File: src/rtl/tmr_pkg.sv
package tmr_pkg;
  localparam int NUM_PRESC = 4;
  localparam int PRESC_LOG [NUM_PRESC] = '{0, 6, 8, 10};
  localparam int PRESC_W = PRESC_LOG[NUM_PRESC-1];

  typedef struct packed {
    logic       run;
    logic       irq_en;
    logic       casc;
    logic [1:0] sel;
  } tmr_ctrl_t;

  function automatic logic [7:0] ctrl_to_byte(tmr_ctrl_t c);
    return {c.run, c.irq_en, 3'b000, c.casc, c.sel};
  endfunction

  function automatic tmr_ctrl_t byte_to_ctrl(logic [7:0] b);
    tmr_ctrl_t c;
    c.run    = b[7];
    c.irq_en = b[6];
    c.casc   = b[2];
    c.sel    = b[1:0];
    return c;
  endfunction
endpackage

File: src/rtl/tmr_prescaler.sv
module tmr_prescaler
  import tmr_pkg::*;
(
  input  logic                 clk,
  input  logic                 rst_n,
  output logic [NUM_PRESC-1:0] tick
);
  logic [PRESC_W-1:0] div_q;

  always_ff @(posedge clk) begin
    if (!rst_n) div_q <= '0;
    else        div_q <= div_q + 1'b1;
  end

  for (genvar k = 0; k < NUM_PRESC; k++) begin : g_tap
    localparam logic [PRESC_W-1:0] MASK = PRESC_W'((1 << PRESC_LOG[k]) - 1);
    assign tick[k] = ((div_q & MASK) == MASK);
  end
endmodule

File: src/rtl/tmr_channel.sv
module tmr_channel
  import tmr_pkg::*;
#(
  parameter int CW      = 16,
  parameter bit CASC_OK = 1'b1
) (
  input  logic                 clk,
  input  logic                 rst_n,
  input  logic                 wr_lo,
  input  logic                 wr_hi,
  input  logic                 wr_ctl,
  input  logic [7:0]           wr_data,
  input  logic [NUM_PRESC-1:0] presc_tick,
  input  logic                 casc_in,
  output logic [CW-1:0]        cnt,
  output logic [CW-1:0]        reload,
  output tmr_ctrl_t            ctrl,
  output logic                 arm,
  output logic                 ovf,
  output logic                 irq
);
  localparam logic [CW-1:0] TOP = '1;

  logic tick, wrap;

  assign tick = (CASC_OK && ctrl.casc) ? casc_in : presc_tick[ctrl.sel];
  assign wrap = !arm && ctrl.run && tick && (cnt == TOP);

  always_ff @(posedge clk) begin
    if (!rst_n) begin
      reload <= '0;
      ctrl   <= '0;
      arm    <= 1'b0;
      cnt    <= '0;
      ovf    <= 1'b0;
      irq    <= 1'b0;
    end else begin
      if (wr_lo) reload[7:0]    <= wr_data;
      if (wr_hi) reload[CW-1:8] <= wr_data[CW-9:0];

      if (wr_ctl && !ctrl.run && wr_data[7]) arm <= 1'b1;
      else                                   arm <= 1'b0;
      if (wr_ctl) ctrl <= byte_to_ctrl(wr_data);

      if (arm)                    cnt <= reload;
      else if (ctrl.run && tick)  cnt <= (cnt == TOP) ? reload : cnt + 1'b1;

      ovf <= wrap;
      irq <= wrap && ctrl.irq_en;
    end
  end
endmodule

File: src/rtl/tmr_quad.sv
module tmr_quad
  import tmr_pkg::*;
#(
  parameter  int NUM = 4,
  localparam int CW  = 16,
  localparam int AW  = $clog2(NUM) + 2
) (
  input  logic          clk,
  input  logic          rst_n,
  input  logic          wr_en,
  input  logic [AW-1:0] wr_addr,
  input  logic [7:0]    wr_data,
  input  logic [AW-1:0] rd_addr,
  output logic [7:0]    rd_data,
  output logic [NUM-1:0] ovf,
  output logic [NUM-1:0] irq
);
  localparam int SW = AW - 2;

  logic [NUM_PRESC-1:0] presc_tick;
  logic [NUM*CW-1:0]    cnt_all, reload_all;
  logic [NUM-1:0]       run_all, arm_all;
  logic [NUM-1:0][7:0]  ctl_byte;

  tmr_prescaler u_presc (.clk(clk), .rst_n(rst_n), .tick(presc_tick));

  for (genvar i = 0; i < NUM; i++) begin : g_tmr
    logic      hit, casc_src;
    tmr_ctrl_t ctl;

    assign hit = wr_en && (wr_addr[AW-1:2] == SW'(i));

    if (i == 0) begin : g_head
      assign casc_src = 1'b0;
    end else begin : g_chain
      assign casc_src = ovf[i-1];
    end

    tmr_channel #(.CW(CW), .CASC_OK(i != 0)) u_ch (
      .clk(clk), .rst_n(rst_n),
      .wr_lo (hit && wr_addr[1:0] == 2'd0),
      .wr_hi (hit && wr_addr[1:0] == 2'd1),
      .wr_ctl(hit && wr_addr[1:0] == 2'd2),
      .wr_data(wr_data), .presc_tick(presc_tick), .casc_in(casc_src),
      .cnt(cnt_all[i*CW +: CW]), .reload(reload_all[i*CW +: CW]),
      .ctrl(ctl), .arm(arm_all[i]), .ovf(ovf[i]), .irq(irq[i])
    );

    assign run_all[i]  = ctl.run;
    assign ctl_byte[i] = ctrl_to_byte(ctl);
  end

  always_comb begin
    logic [SW-1:0] s;
    s = rd_addr[AW-1:2];
    rd_data = 8'h00;
    if (int'(s) < NUM) begin
      case (rd_addr[1:0])
        2'd0:    rd_data = cnt_all[int'(s)*CW +: 8];
        2'd1:    rd_data = cnt_all[int'(s)*CW + 8 +: 8];
        2'd2:    rd_data = ctl_byte[s];
        default: rd_data = 8'h00;
      endcase
    end
  end
endmodule

File: config.mk
export PLATFORM = sky130hd
export DESIGN_NAME = tmr_quad
export DESIGN_NICKNAME = d
export VERILOG_FILES = /design/src/rtl/tmr_pkg.sv /design/src/rtl/tmr_prescaler.sv /design/src/rtl/tmr_channel.sv /design/src/rtl/tmr_quad.sv
export SDC_FILE = /design/constraint.sdc
export NUM_CORES = 1
export LEC_CHECK = 0
export BUFFER_PORTS_ARGS = -buffer_cell sky130_fd_sc_hd__buf_2
export CAP_MARGIN = 20
export CORE_AREA = 5 5 165 231
export CTS_CLUSTER_DIAMETER = 80
export DETAILED_ROUTE_END_ITERATION = 8
export DIE_AREA = 0 0 170 236
export GPL_TIMING_DRIVEN = 0
export PLACE_DENSITY = 0.36
export SLEW_MARGIN = 40
export SYNTH_ARGS = -nofsm -noshare
export SYNTH_HDL_FRONTEND = slang
export SYNTH_SLANG_ARGS = --single-unit
File: constraint.sdc
create_clock -name clk -period 4.9 [get_ports clk]
set_clock_uncertainty 0.1 [all_clocks]
set_input_delay 0.245 -clock clk [delete_from_list [all_inputs] [get_ports clk]]
set_output_delay 0.245 -clock clk [all_outputs]
set_load 0.005 [all_outputs]
; Yosys cells after proc, flatten, opt, wreduce, memory -nomap -nowiden
; Index checks and enable logic that the tools add are counted.
; W data, S select, Z words.
[word_totals]
regBits = 170
in_bits = 19
out_inout_bits = 16
wordCells = 157
[op_classes]
addsub = 6
n_lt_le_gt_ge = 5
eq_ne = 14
n_shift = 2
n_mux = 30
n_reduce_logical = 59
[op_table]
columns = op, count
row1 = $mux W16, 12
row2 = $add A16 B1 Y16 const B, 4
row3 = $eq A16 B16 Y1 const B, 4
row4 = $shiftx A64 B7 Y8, 1
row5 = $shiftx A64 B8 Y8, 1
row6 = $logic_and A1 B1 Y1, 44
row7 = $pmux W8 S3, 1
row8 = $bmux W8 S2, 1
row9 = $lt A2 B3 Y1 const B, 5
row10 = $mux W1, 11
row11 = $add A10 B1 Y10 const B, 1
row12 = $eq A10 B10 Y1 const B, 1
row13 = $bmux W1 S2, 4
row14 = $eq A2 B2 Y1 const B, 4
row15 = $eq A8 B8 Y1 const B, 1
row16 = $logic_not A1 Y1, 8
row17 = $mux W8, 1
row18 = $reduce_bool A2 Y1, 4
row19 = $add A6 B4 Y7 const B, 1
row20 = $eq A2 B1 Y1 const B, 3
row21 = $eq A6 B6 Y1 const B, 1
row22 = $logic_not A2 Y1, 3

; Depth between registers and ports, before layout
; Gate-level depths: netlist of the first run.
[logic_depth]
depth_word = 7
mapped_depth = 9
depth_no_buf = 7

; By module
; From an unflattened synthesis of the first run, not the netlist that was laid out.
[hier_totals]
hier_cells = 984
hier_area_um2 = 9073.7
[by_module_without_submodules]
columns = mod, n_inst, cells_each, area_each_um2, seq_area_each_um2
row1 = tmr_channel at g_tmr[1].u_ch ..., 3, 204, 1939.4, 800.8
row2 = tmr_channel at g_tmr[0].u_ch, 1, 207, 1845.5, 800.8
row3 = tmr_quad, 1, 118, 974.7, 0.0
row4 = tmr_prescaler, 1, 47, 435.4, 200.2

; Least setup slack after synthesis of the first run
; OpenSTA, ideal clock, no wires.
[synth_path]
path_type = reg-to-reg
from = register u_presc.div_q[0]
to = register g_tmr[2].u_ch.cnt[8]
setup_ns = 0.127
t_arrival_ns = 1.753
required_ns = 4.673
slack_ns = 2.920
stages_incl_launch_ff = 10
n_path_buf = 2
period_less_slack_ns = 1.980
path_cell_list = dfxtp_1 > ha_1 > nand2_2 > nor2_4 > a311oi_2 > or2_1 > buf_6 > buf_6 > o311ai_1 > o21ai_1
[synth_between]
elab_chain_len = 6
word_cells_on_any_way = 8
cone_classes = eq/ne (3) / mux (3) / reduce/logical (2)
[synth_lines]
columns = item, line
row1 = "start, declared", tmr_prescaler.sv:8  ; logic [PRESC_W-1:0] div_q;
row2 = "start signal, assigned", tmr_prescaler.sv:12  ; else div_q <= div_q + 1'b1;
row3 = $eq A10 B10 Y1 (tied with other cells), tmr_prescaler.sv:17  ; assign tick[k] = ((div_q & MASK) == MASK);
row4 = $bmux W1 S2 (*), tmr_channel.sv:26  ; assign tick = (CASC_OK && ctrl.casc) ? casc_in : presc_tick[ctrl.sel];
row5 = $mux W1 (not written as such) (*), tmr_channel.sv:26
row6 = $mux W1 (*), tmr_channel.sv:26
row7 = $logic_and A1 B1 Y1 (*), tmr_channel.sv:46  ; else if (ctrl.run && tick) cnt <= (cnt == TOP) ? reload : cnt + 1'b1;
row8 = $reduce_bool A2 Y1 (no source line) (*), --
row9 = "end signal, assigned", tmr_channel.sv:45  ; if (arm) cnt <= reload;
row10 = "end signal, assigned", tmr_channel.sv:46
row11 = "end, declared", tmr_channel.sv:15  ; output logic [CW-1:0] cnt,
; Every way passes the cells marked *; elsewhere a longest branch is shown, timed or not. The select of a mux whose other input is x is not followed.
; A chain may end at the register's enable or synchronous reset.

; Final worst setup path of the first run
[layout_path]
from = register g_tmr[0].u_ch.cnt[0]
to = register g_tmr[0].u_ch.cnt[15]
[layout_between]
elab_chain_len = 4
word_cells_on_any_way = 5
cone_classes = add/sub (1) / eq/ne (1) / mux (3)
[layout_lines]
columns = item, line
row1 = "start, declared", tmr_channel.sv:15
row2 = "start signal, assigned", tmr_channel.sv:45
row3 = "start signal, assigned", tmr_channel.sv:46
row4 = $add A16 B1 Y16 or $eq A16 B16 Y1 (tied branches), tmr_channel.sv:46
row5 = $mux W16 (*) (2 in a row), tmr_channel.sv:46
row6 = $mux W16 (*), tmr_channel.sv:45
; Marked as above.

==> impl_metrics.yaml, run 1 <==
timing:
  relSlewSlack_pct: 44.8
  finalHoldViolations: 0
  finalCriticalPeriod_ps: 2530
  worst_slew_pin_slew_ps: 828
  setup_ws_ps: 2370
  drv_slew: 0
  whs_ps: 84.9
  clock.fmax_mhz: 396
  fin_setup_tns_ps: 0
  setup_viol: 0
  rsz0062_at_grt: "no"
  finalCritPeriodShare_pct: 51.6
finish:
  fin_util_pct: 28.7
  final_layout_size_suffix_gt1_share_pct: 14.2
  synthToLayoutAreaGrowth_pct: 15.6
  finalNetCount: 1100
  final_common_cell: "dfxtp_1"
  fin_area_um2: 10200
  antenna_cells: 0
  layout_common_cells: "dfxtp_1 (170), nor2_1 (141), mux2i_1 (101)"
  stdcell_count: 1551
clocking:
  cts_tree: "yes"
  cts_made_buffers: 17
  htreeDepth: 4
  insertion_delay_ps: 460
  post_cts_buffers: 0
  clockBufferDepth: 2
  clock_sinks: 170
  clockRootBuffer: "clkbuf_16"
  path_clk_slew_ps: 70
placement:
  pre_cts_slack_ps: 2370
  hpwlAfterDp_mm: 25.6
  place_congestion: 0.860
  place_inst: 1514
  place_area_um2: 9580
  portBuffers: 30
synth:
  synth_top_family_by_area: "simple AND/OR/NAND/NOR gates"
  synthXorXnorAreaFrac_pct: 1.09
  avgSynthCellArea_um2: 8.64
  synth_ff_type: "dfxtp_1"
  yosysWarnings: 0
  synth_compound_area_share_pct: 16.8
  synth_edf_count: 0
  synth_mux_area_share_pct: 14.8
  ys_ff_latch: 170
  synth_fa_ha_area_share_pct: 0.709
  ys_types: 85
  async_flop_share_pct: 0
  syn-num-nets: 1046
  yosys.area_share.simple_pct: 23.5
  syn_area_um2: 8830
  yosysSeqAreaShare_pct: 38.6
  synth_cells: 1022
floorplan:
  die_w_um: 170
  pin_count: 35
  die_h_um: 236
  start_util_pct: 24.8
  fp.dieArea_um2: 40100
  core_area_um2: 35600
  rows: 82
global_route:
  grt_max_degree: 17
  grt-ovfl-total: 0
  grt_pass1_wl_mm: 51.7
  grt_pass1_vias: 7762
  antenna_found_initial: 0
  grt_util_all_layers_pct: 17.4
setup_path:
  crit_path_start_kind: "flip-flop"
  cp_cell_sequence: "ha_1 > nand3_1 > or2_0 > clkbuf_1 > nor3_2 > nor2_1 > o32a_1 > o22ai_1"
  crit_path_max_fanout: 9
  cp_data_arrival_time_ps: 2760
  rr_worst_depth: 8
  crit_type: "flip-flop to flip-flop"
  cp_slowest_cell: "nor2_1"
  required_ps: 5130
  critical-path-max-stage-delay_ps: 590
  worstSetupEndpointType: "flip-flop"
routing:
  wire_per_inst_um: 22.5
  drc: 0
  drt-initial-drc-count: 549
  drt_pre_antenna_iters: 5
  vias: 7842
  routed_wl_mm: 34.9
  avgViaCountPerCell: 5.06
  antenna_left: 0
power_and_ir_drop:
  clock_power_share_pct: 46.3
  ir_drop_uv: 252
  intPower_mw: 2.17
  p_sw_mw: 0.792
  power_density_nw_per_um2: 291
  p_leak_nw: 3.63
  p_total_mw: 2.97
  power.share.switching_pct: 26.7
  pwr-share-seq_pct: 47.5
  p_comb_share_pct: 6.2
hold_path:
  hold_class: "primary input to flip-flop"
  holdPathStages: 3
flow_run:
  maxCapViolCount: 0
outcome:
  outcome: "finished clean"
## what timing repair did
item,CTS,global route
hold buffers,5,0
hold endpoints to repair,10,0
gates resized for setup,0,0
## cells in the mapped netlist, drive strengths merged, types with 14 or more instances
cell	count	share of area [%]
o22ai	22	1.6
a211oi	15	1.3
a21oi	63	3.8
inv	14	0.60
and3	15	1.2
and2	15	1.1
mux2i	101	11
nand3	37	2.2
clkbuf	43	1.8
nand2	89	3.8
nor3	36	2.3
dfxtp	170	39
nor2	147	6.5
buf	27	2.1
o21ai	42	2.5
## routing by layer
| layer | vias to the layer above | routed length [µm] | track usage (%) |
|---|---|---|---|
| met1 | 3844 | 14500 | 20.2 |
| met3 | 50 | 978 | 2.53 |
| met2 | 133 | 18400 | 31.7 |
| met5 | - | 0 | 0 |
| li1 | 3815 | - | - |
| met4 | 0 | 1090 | 6.76 |
## sequential cells by signal (all words and copies together) (netlist names)
| signal | flops |
|---|---|
| g_tmr.u_ch.arm | 4 |
| g_tmr.u_ch.cnt | 64 |
| g_tmr.u_ch.ctrl | 20 |
| g_tmr.u_ch.irq | 4 |
| g_tmr.u_ch.ovf | 4 |
| g_tmr.u_ch.reload | 64 |
| u_presc.div_q | 10 |
## final timing paths
kind                                            from                     to  slack (ps)
worst min register to register      u_presc.div_q[0]       u_presc.div_q[0]         360
worst min-delay path                      wr_addr[3]      g_tmr[3].u_ch.arm          80
worst max-delay path            g_tmr[0].u_ch.cnt[0]  g_tmr[0].u_ch.cnt[15]        2370
worst max register to register  g_tmr[0].u_ch.cnt[0]  g_tmr[0].u_ch.cnt[15]        2370
## power groups by stage
| stage | Sequential [mW] | Combinational, mW | Clock [mW] |
|---|---|---|---|
| after floorplan | 1.44 | 0.103 | 0 |
| final | 1.41 | 0.185 | 1.37 |
| after detailed placement | 1.44 | 0.186 | 0 |
| after global routing | 1.41 | 0.201 | 1.46 |
| after CTS | 1.41 | 0.190 | 1.43 |
| after global placement | 1.44 | 0.185 | 0 |
## critical path, delay by kind of cell (launching register included)
kind,cells,cell delay (ps)
buf+inv,1,290
flops,1,380
compound gates,2,340
simple gates,4,1030
fa+ha+maj,1,260
## logic make-up (layout without fill, tap and decap cells)
family / after synthesis / in the layout
AO/OA/AOI/OAI: 219 / 219
XOR/XNOR: 11 / 11
adder cells (fa/ha/maj): 5 / 5
buffers and inverters: 86 / 153
flip-flops: 170 / 170
multiplexers: 114 / 114
AND/OR/NAND/NOR: 417 / 417
## layout make-up
cell class,count,area [µm²]
buffer,70,358
timing repair buffer,35,200
clock inverter,14,139
multi-input combinational,766,5030
sequential,170,3400
clock buffer,18,439
inverter,16,60.1
tap,462,578
fill,3857,25400
(Power assumes the default switching activity.)
==> run 2: changes to the inputs <==
PLACE_DENSITY = 0.37   (was 0.36)
clock period = 2.1 ns   (was 4.9 ns; I/O delays follow)
==> run 2 against run 1 <==
Against the previous run:
- utilization grew 1.6 points
- hold slack lost 11 ps
- maximum frequency grew 23%
- sequential share of layout area shrank 1.4 points
- die area is the same
- clock power grew to 2.6 times the previous value
- sequential power grew 130%
- critical endpoint is now g_tmr[3].u_ch.cnt[8]
- wire length is essentially flat
==> impl_metrics.yaml, run 2 (synthesized netlist as in run 1, its figures left out) <==
finish:
  final_common_cell: "dfxtp_1"
  final_layout_size_suffix_gt1_share_pct: 21.5
  finalNetCount: 1118
  antenna_cells: 0
  multi_input_area_um2: 5310
  stdcell_count: 1569
  fin_area_um2: 10800
  reg_top3: "g_tmr.u_ch.cnt: 64 flops, g_tmr.u_ch.reload: 64 flops, g_tmr.u_ch.ctrl: 20 flops"
  seqCellArea_um2: 3440
  layout_common_cells: "dfxtp_1 (147), nor2_1 (135), mux2i_1 (101)"
  nFillCells: 3804
  synthToLayoutAreaGrowth_pct: 22.1
power_and_ir_drop:
  p_total_mw: 7.28
  power_density_nw_per_um2: 675
  p_leak_nw: 3.86
  ir_drop_uv: 622
setup_path:
  crit_path_max_fanout: 7
  crit_path_start_kind: "flip-flop"
  cp_data_arrival_time_ps: 2320
  crit_type: "flip-flop to flip-flop"
  worstSetupEndpointType: "flip-flop"
  rr_worst_depth: 7
  required_ps: 2370
  r2r_setup_slack_ps: 50
routing:
  vias: 7992
  drt_pre_antenna_iters: 5
  drt-initial-drc-count: 566
  avgViaCountPerCell: 5.09
  routed_wl_mm: 34.9
  wire_per_inst_um: 22.2
  drc: 0
  antenna_left: 0
timing:
  clock.fmax_mhz: 487
  setup_ws_ps: 47.8
  relSlewSlack_pct: 45.6
  fin_setup_tns_ps: 0
  drv_slew: 0
  setup_viol: 0
  finalHoldViolations: 0
  worst_slew_pin_slew_ps: 816
  finalCritPeriodShare_pct: 97.7
  finalCriticalPeriod_ps: 2050
  rsz0062_at_grt: "yes"
global_route:
  grt_pass1_vias: 7748
  grt-ovfl-total: 0
  grt_util_all_layers_pct: 17.3
  grt_pass1_wl_mm: 51.4
  antenna_found_initial: 1
  grt_max_degree: 17
placement:
  place_congestion: 0.817
  pre_cts_slack_ps: -474
  hpwlAfterDp_mm: 25.5
  place_inst: 1515
  place_area_um2: 9580
  portBuffers: 30
floorplan:
  start_util_pct: 24.8
  fp.dieArea_um2: 40100
  die_w_um: 170
  core_area_um2: 35600
  die_h_um: 236
  rows: 82
  pin_count: 35
outcome:
  outcome: "finished clean"
clocking:
  insertion_delay_ps: 460
  path_clk_slew_ps: 70
  cts_made_buffers: 17
  clock_sinks: 170
  clockBufferDepth: 2
  cts_tree: "yes"
  htreeDepth: 4
  clockRootBuffer: "clkbuf_16"
flow_run:
  maxCapViolCount: 0
hold_path:
  holdPathStages: 3
  hold_class: "primary input to flip-flop"
run 2: cell types whose count changed in the layout (fill, tap and decap cells not counted), sizes merged:
cell	delta
bufinv	+3
buf	+16
clkinvlp	-1
clkinv	-2
dlygate4sd3	+3
clkbuf	-2
inv	+1
run 2: stage by stage:
stage / hold slack (ps) / utilization, %
6_report: 74.2 / 30.3
5_1_grt: 69.7 / 30.3
4_1_cts: 53.9 / 29.8
3_5_place_dp: 311 / 26.9
3_3_place_gp: 294 / 26.8
2_1_floorplan: 152 / -
run 2: worst paths after layout:
path	to	start
max reg2reg	g_tmr[3].u_ch.cnt[8]	u_presc.div_q[0]
max	g_tmr[3].u_ch.cnt[8]	u_presc.div_q[0]
min reg2reg	u_presc.div_q[0]	u_presc.div_q[0]
min	g_tmr[3].u_ch.cnt[2]	rst_n
run 2: layout make-up:
class / instances / share of cell area [%]
multi-input combinational: 766 / 49.3
tap: 462 / 5.36
timing repair buffer: 57 / 3.57
inverter: 16 / 0.557
buffer: 66 / 3.34
clock inverter: 15 / 2.00
sequential: 170 / 31.9
clock buffer: 17 / 3.95
run 2: power by group:
part           total (mW)  internal, mW  switching [mW]
Clock                3.54          2.02            1.52
Combinational       0.443         0.144           0.298
Sequential           3.30          3.25          0.0435
Total                7.28          5.42            1.86
run 2: repair_timing:
action / 4_1_cts / 5_1_grt
hold buffers: 8 / 0
setup endpoints to repair: 69 / 44
endpoints found under the hold margin: 13 / 0
buffers inserted: 13 / 5
pin swaps: 13 / 9
resized for setup: 62 / 40
run 2: layer usage:
metal	track usage, %	vias to the layer above	share of wire, %
met3	2.63	57	3.8
li1	-	3860	-
met4	7.48	2	3.5
met1	20.5	3858	41
met2	30.8	215	52
met5	0	-	0.037
run 2: worst max-delay path, stage by stage, from the launching register on:
cell	delay, ps
dfxtp_4	360
ha_4	180
and2_4	170
a211o_1	300
and3_4	220
buf_12	140
and3_2	220
a311oi_2	260
